<file path="config.mk">
export PLATFORM = sky130hd
export DESIGN_NAME = irq_regwin
export DESIGN_NICKNAME = d
export VERILOG_FILES = /design/src/rtl/irw_pkg.sv /design/src/rtl/irw_decode.sv /design/src/rtl/irw_regfile.sv /design/src/rtl/irw_table.sv /design/src/rtl/irq_regwin.sv
export SDC_FILE = /design/constraint.sdc
export NUM_CORES = 2
export LEC_CHECK = 0
export BUFFER_PORTS_ARGS = -buffer_cell sky130_fd_sc_hd__clkbuf_2
export CORE_AREA = 2 2 646 648
export DETAILED_ROUTE_END_ITERATION = 8
export DIE_AREA = 0 0 648 650
export GPL_TIMING_DRIVEN = 0
export MAX_ROUTING_LAYER = met4
export PLACE_DENSITY = 0.46
export RECOVER_POWER = 50
export SLEW_MARGIN = 20
export SYNTH_ARGS = -nofsm -noshare
export SYNTH_HDL_FRONTEND = slang
export SYNTH_HIERARCHICAL = 1
export SYNTH_SLANG_ARGS = --single-unit
</file>
<file path="constraint.sdc">
create_clock -name clk -period 10.02 [get_ports clk]
set_input_delay 2.004 -clock clk [delete_from_list [all_inputs] [get_ports clk]]
set_output_delay 2.004 -clock clk [all_outputs]
set_load 0.03 [all_outputs]
</file>
<file path="src/rtl/irw_pkg.sv">
package irw_pkg;
   localparam int unsigned ENT_W      = 64;
   localparam int unsigned BIT_RIRR   = 14;
   localparam int unsigned BIT_MASK   = 16;
   localparam logic [7:0]  VER_CODE   = 8'h11;
   localparam logic [7:0]  OFF_SELECT = 8'h00;
   localparam logic [7:0]  OFF_WINDOW = 8'h10;
   localparam logic [31:0] IDX_ID     = 32'h0;
   localparam logic [31:0] IDX_VER    = 32'h1;
   localparam logic [31:0] IDX_ARB    = 32'h2;
   localparam logic [31:0] IDX_TBL0   = 32'h10;

   typedef struct packed {
      logic sel_we;
      logic win_we;
      logic sel_re;
      logic win_re;
      logic rd_hit;
   } irw_dec_t;
endpackage

</file>
<file path="src/rtl/irw_decode.sv">
module irw_decode
   import irw_pkg::*;
#(
   parameter logic [31:0] BASE_ADDR = 32'hFEC0_0000
) (
   input  logic        req_valid,
   input  logic        req_write,
   input  logic [31:0] req_addr,
   input  logic [3:0]  req_size,
   output irw_dec_t    dec,
   output logic        size_ok
);
   logic hit;
   logic wr_ok;

   assign hit     = req_valid && (req_addr[31:8] == BASE_ADDR[31:8]);
   assign size_ok = (req_size == 4'd4) || (req_size == 4'd8);
   assign wr_ok   = hit && req_write && size_ok;

   always_comb begin
      dec        = '0;
      dec.rd_hit = hit && !req_write;
      dec.sel_we = wr_ok && (req_addr[7:0] == OFF_SELECT);
      dec.win_we = wr_ok && (req_addr[7:0] == OFF_WINDOW);
      dec.sel_re = dec.rd_hit && (req_addr[7:0] == OFF_SELECT);
      dec.win_re = dec.rd_hit && (req_addr[7:0] == OFF_WINDOW);
   end
endmodule

</file>
<file path="src/rtl/irw_regfile.sv">
module irw_regfile
   import irw_pkg::*;
#(
   parameter int PINS = 24,
   parameter int EW   = 5
) (
   input  logic          clk,
   input  logic          rst_n,
   input  logic          sel_we,
   input  logic          win_we,
   input  logic [31:0]   wdata,
   input  logic [31:0]   tbl_word,
   output logic [31:0]   sel_q,
   output logic [31:0]   win_word,
   output logic          tbl_we,
   output logic [EW-1:0] tbl_ent,
   output logic          tbl_hi,
   output logic          tbl_ok
);
   logic [3:0]  id_q;
   logic [31:0] idx_off;
   logic [31:0] ent_full;

   assign idx_off  = sel_q - IDX_TBL0;
   assign ent_full = idx_off >> 1;
   assign tbl_ok   = (sel_q >= IDX_TBL0) && (ent_full < 32'(PINS));
   assign tbl_ent  = ent_full[EW-1:0];
   assign tbl_hi   = idx_off[0];
   assign tbl_we   = win_we && tbl_ok;

   always_ff @(posedge clk) begin
      if (!rst_n) begin
         sel_q <= '0;
         id_q  <= '0;
      end else begin
         if (sel_we) sel_q <= wdata;
         if (win_we && sel_q == IDX_ID) id_q <= wdata[27:24];
      end
   end

   always_comb begin
      if (sel_q == IDX_ID || sel_q == IDX_ARB)
         win_word = {4'h0, id_q, 24'h0};
      else if (sel_q == IDX_VER)
         win_word = {8'h0, 8'(PINS - 1), 8'h0, VER_CODE};
      else if (tbl_ok)
         win_word = tbl_word;
      else
         win_word = '0;
   end

   // the select register moves only on a select write
   p_sel_hold_r2: assert property (@(posedge clk) disable iff (!rst_n)
      !sel_we |=> $stable(sel_q));
endmodule

</file>
<file path="src/rtl/irw_table.sv">
module irw_table
   import irw_pkg::*;
#(
   parameter int PINS = 24,
   parameter int EW   = 5
) (
   input  logic               clk,
   input  logic               rst_n,
   input  logic               we,
   input  logic [EW-1:0]      ent,
   input  logic               hi,
   input  logic               ok,
   input  logic [31:0]        wdata,
   output logic [31:0]        rd_word,
   output logic [PINS*64-1:0] flat,
   output logic               mask_evt,
   output logic [EW-1:0]      mask_pin,
   output logic               mask_val,
   output logic               upd
);
   logic [ENT_W-1:0] ents [PINS];
   logic [ENT_W-1:0] cur;

   assign cur     = ok ? ents[ent] : '0;
   assign rd_word = hi ? cur[63:32] : cur[31:0];

   for (genvar g = 0; g < PINS; g++) begin : g_ent
      logic wr_g;
      assign wr_g = we && (ent == EW'(g));
      always_ff @(posedge clk) begin
         if (!rst_n) begin
            ents[g] <= 64'(1) << BIT_MASK;
         end else if (wr_g) begin
            if (hi) ents[g][63:32] <= wdata;
            else    ents[g][31:0]  <= wdata & ~(32'(1) << BIT_RIRR);
         end
      end
      assign flat[g*64 +: 64] = ents[g];

      // a lower-half write leaves remote-IRR cleared
      p_rirr_clear_r8: assert property (@(posedge clk) disable iff (!rst_n)
         (wr_g && !hi) |=> !ents[g][BIT_RIRR]);
   end

   always_ff @(posedge clk) begin
      if (!rst_n) begin
         mask_evt <= 1'b0;
         mask_pin <= '0;
         mask_val <= 1'b0;
         upd      <= 1'b0;
      end else begin
         upd      <= we;
         mask_evt <= we && !hi && (wdata[BIT_MASK] != cur[BIT_MASK]);
         mask_pin <= ent;
         mask_val <= wdata[BIT_MASK];
      end
   end

   // a mask event accompanies a table update and agrees with the stored bit
   p_mask_upd_r9: assert property (@(posedge clk) disable iff (!rst_n)
      mask_evt |-> (upd && ents[mask_pin][BIT_MASK] == mask_val));
endmodule

</file>
<file path="src/rtl/irq_regwin.sv">
module irq_regwin
   import irw_pkg::*;
#(
   parameter int          PINS      = 24,
   parameter logic [31:0] BASE_ADDR = 32'hFEC0_0000,
   localparam int         PW        = (PINS > 1) ? $clog2(PINS) : 1
) (
   input  logic               clk,
   input  logic               rst_n,
   input  logic               req_valid,
   input  logic               req_write,
   input  logic [31:0]        req_addr,
   input  logic [3:0]         req_size,
   input  logic [31:0]        wr_data,
   output logic               rd_valid,
   output logic [31:0]        rd_data,
   output logic [PINS*64-1:0] table_flat,
   output logic               mask_evt,
   output logic [PW-1:0]      mask_pin,
   output logic               mask_val,
   output logic               tbl_upd
);
   if (PINS < 1 || PINS > 120) begin : g_bad_pins
      $error("irq_regwin: PINS must lie in 1..120");
   end
   if (BASE_ADDR[7:0] != 8'h00) begin : g_bad_base
      $error("irq_regwin: BASE_ADDR must be 256-byte aligned");
   end

   irw_dec_t       dec;
   logic           size_ok;
   logic [31:0]    sel_q;
   logic [31:0]    win_word;
   logic [31:0]    tbl_word;
   logic           tbl_we;
   logic [PW-1:0]  tbl_ent;
   logic           tbl_hi;
   logic           tbl_ok;

   irw_decode #(.BASE_ADDR(BASE_ADDR)) u_dec (
      .req_valid(req_valid), .req_write(req_write), .req_addr(req_addr),
      .req_size(req_size), .dec(dec), .size_ok(size_ok));

   irw_regfile #(.PINS(PINS), .EW(PW)) u_regs (
      .clk(clk), .rst_n(rst_n), .sel_we(dec.sel_we), .win_we(dec.win_we),
      .wdata(wr_data), .tbl_word(tbl_word), .sel_q(sel_q), .win_word(win_word),
      .tbl_we(tbl_we), .tbl_ent(tbl_ent), .tbl_hi(tbl_hi), .tbl_ok(tbl_ok));

   irw_table #(.PINS(PINS), .EW(PW)) u_tbl (
      .clk(clk), .rst_n(rst_n), .we(tbl_we), .ent(tbl_ent), .hi(tbl_hi),
      .ok(tbl_ok), .wdata(wr_data), .rd_word(tbl_word), .flat(table_flat),
      .mask_evt(mask_evt), .mask_pin(mask_pin), .mask_val(mask_val),
      .upd(tbl_upd));

   always_ff @(posedge clk) begin
      if (!rst_n) begin
         rd_valid <= 1'b0;
         rd_data  <= '0;
      end else begin
         rd_valid <= dec.rd_hit;
         if (dec.rd_hit)
            rd_data <= dec.sel_re ? sel_q : (dec.win_re ? win_word : 32'h0);
      end
   end

   // read-valid strobe follows window-hit reads one for one
   p_rvalid_r2: assert property (@(posedge clk) disable iff (!rst_n)
      dec.rd_hit |=> rd_valid);
   p_rvalid_only_r1: assert property (@(posedge clk) disable iff (!rst_n)
      !dec.rd_hit |=> !rd_valid);
   // a write of an unsupported size never updates the table
   p_bad_size_r3: assert property (@(posedge clk) disable iff (!rst_n)
      (req_valid && req_write && !size_ok) |=> !tbl_upd);
endmodule

</file>
==> run summary <==
Crit Reg-Reg Startpoint - u_regs/sel_q[4]
sw frac - 30.3%
grt met2 use - 46.3%
post-cts sizing count - 0
mean area per synthesized cell - 15.0 um^2
# IOs - 1649
non-filler cells, final - 12600
1st-pass router iterations - 6
Slew Limit Fails - 302
final setup vio count - 0
MaxCap Viol Count - 20
Final ANT Viol Nets - 0
combinational power share - 11.9%
Pleak - 31.1 nW
Tcrit/Tclk final - 87.1%
Core Util, Final - 23.1%
failing checks - max-capacitance violations, max-slew violations
total core area - 415000 um^2
Initial Util - 17.6%
CP Capture Type - register
clock latency on the worst-skew pair - 960 ps
Post-CTS Hold Buffers - 0
H-tree levels - 4
Setup Fix Bufs, Post-CTS - 0
fin crit period - 8730 ps
HPWL after DPL - 502 mm
Nets - 6932
Hold Startpoint - u_regs/sel_q[2]
most frequent cells in the layout - 1933 x clkbuf_1, 1512 x edfxtp_1, 1391 x and2_1
gr ovfl total - 0
area delta synth->final - 31.2%
CTS tree - yes
post-route DRC violation count - 0
status - finished, violations left
Max Clock Skew - 81.7 ps
Hold WC Path Type - register to register
Sw Pwr - 0.00534 W
Worst setup startpoint - u_regs/sel_q[4]
CTS buffer count - 204
Die H - 650 um
DR vias/cell - 4.62
clock share of power - 43.5%
Sink Count - 1589
CP required - 10530 ps
# placed instances - 12100
initial antenna violation count - 148
GR peak layer - met2
FP Rows - 237
Total Routing Usage GR - 28.2%
layout cell share with drive strength beyond 1 - 15.8%
Max Freq - 115 MHz
Rel. slew slack - -119%
drt total wl - 598 mm
most common cell after layout, fill and taps aside - clkbuf_1
number of global-route vias before repair - 55400
worst vdd ir - 0.137 mV
GPL Wtd Cong - 0.930
RSZ-0062 raised after global routing - false
Tightest Pin Transition - 3290 ps
Longest Clk Path Bufs - 4
CP Class - register to register
Reg clk slew, reported paths - 60 ps
Synth Instances - 4874
crit path DAT - 9240 ps
met3 Track Usage GR - 10.6%
synthesized area - 73100 um^2
starting DRC count in detailed routing - 8259
Seq pwr share - 44.7%
Worst setup SP type - register
Die Wd - 648 um
grt met1 use - 29.9%
die area - 421000 um^2
largest net degree at the start of global routing - 29
power per cell area - 184 nW/um^2
Setup TNS - 0 ps
vias post-DR - 58100
clk root buf - clkbuf_16
CP max FO - 15
Pint - 0.0123 W
first-pass GRT wire length - 721 mm
Port-buffer cells - 1624
Wirelength per Cell - 47.5 um
hold violation count in the final report - 0
Yosys warnings - 6
==> worst paths after layout <==
path	endpoint	slack [ps]	depth (start not counted)
hold reg to reg	rd_data[2]	500	2
setup reg to reg	u_tbl/ents[21][20]	1290	13
setup / recovery	u_tbl/ents[21][20]	1290	13
hold / removal	rd_data[2]	500	2
==> worst max-delay path, stage by stage, from the launching register on <==
cell and delay, ps:
dfxtp_1 420, inv_1 240, ha_1 470, nor4b_1 420, nand4_1 140, a2111oi_0 760, nand4_1 520, nor4_4 950
and2_0 460, nand2_1 200, or2_0 340, o21ai_0 1340, clkbuf_1 910, clkbuf_1 1060
==> per-layer routing <==
| layer | part of all wire, % | up-vias |
|---|---|---|
| met3 | 12 | 961 |
| met4 | 6.6 | 0 |
| met2 | 47 | 4366 |
| met1 | 34 | 30700 |
| li1 | - | 22100 |
| met5 | 0 | - |
==> power groups by stage <==
| stage | clock (W) | combinational [W] | sequential (W) |
|---|---|---|---|
| 2_1_floorplan | 0 | 0.000297 | 0.00854 |
| 3_3_place_gp | 0 | 0.00206 | 0.00805 |
| 3_5_place_dp | 0 | 0.00219 | 0.00799 |
| 4_1_cts | 0.00777 | 0.00220 | 0.00786 |
| 5_1_grt | 0.00798 | 0.00210 | 0.00788 |
| 6_report | 0.00766 | 0.00209 | 0.00787 |
==> through the flow <==
step / area (um^2) / hold slack [ps] / setup WS, ps / total power [W]
2_1_floorplan: 73100 / 473 / 3430 / 0.00883
3_3_place_gp: 88100 / 499 / -4600 / 0.0101
3_5_place_dp: 91700 / 507 / 2660 / 0.0102
4_1_cts: 98400 / 475 / 2740 / 0.0178
5_1_grt: 95700 / 509 / 1380 / 0.0180
6_report: 95800 / 496 / 1290 / 0.0176
==> state kept, by name, indices dropped and copies added (netlist names) <==
signal / cells
rd_valid: 1
rd_data: 32
u_regs/sel_q: 32
u_tbl/mask_pin: 5
u_regs/id_q: 4
u_tbl/ents: 1512
u_tbl/upd: 1
u_tbl/mask_val: 1
u_tbl/mask_evt: 1
==> layout make-up <==
class | instances | area, um^2
Timing Repair Buffer | 1756 | 8530
Clock buffer | 247 | 5330
Tap cell | 5497 | 6880
Multi-Input combinational cell | 2778 | 24100
Sequential cell | 1589 | 46900
Buffer | 523 | 2480
Inverter | 7 | 26.3
Antenna cell | 61 | 153
Fill cell | 44600 | 319000
Clock inverter | 122 | 1390
(Power assumes the default switching activity.)
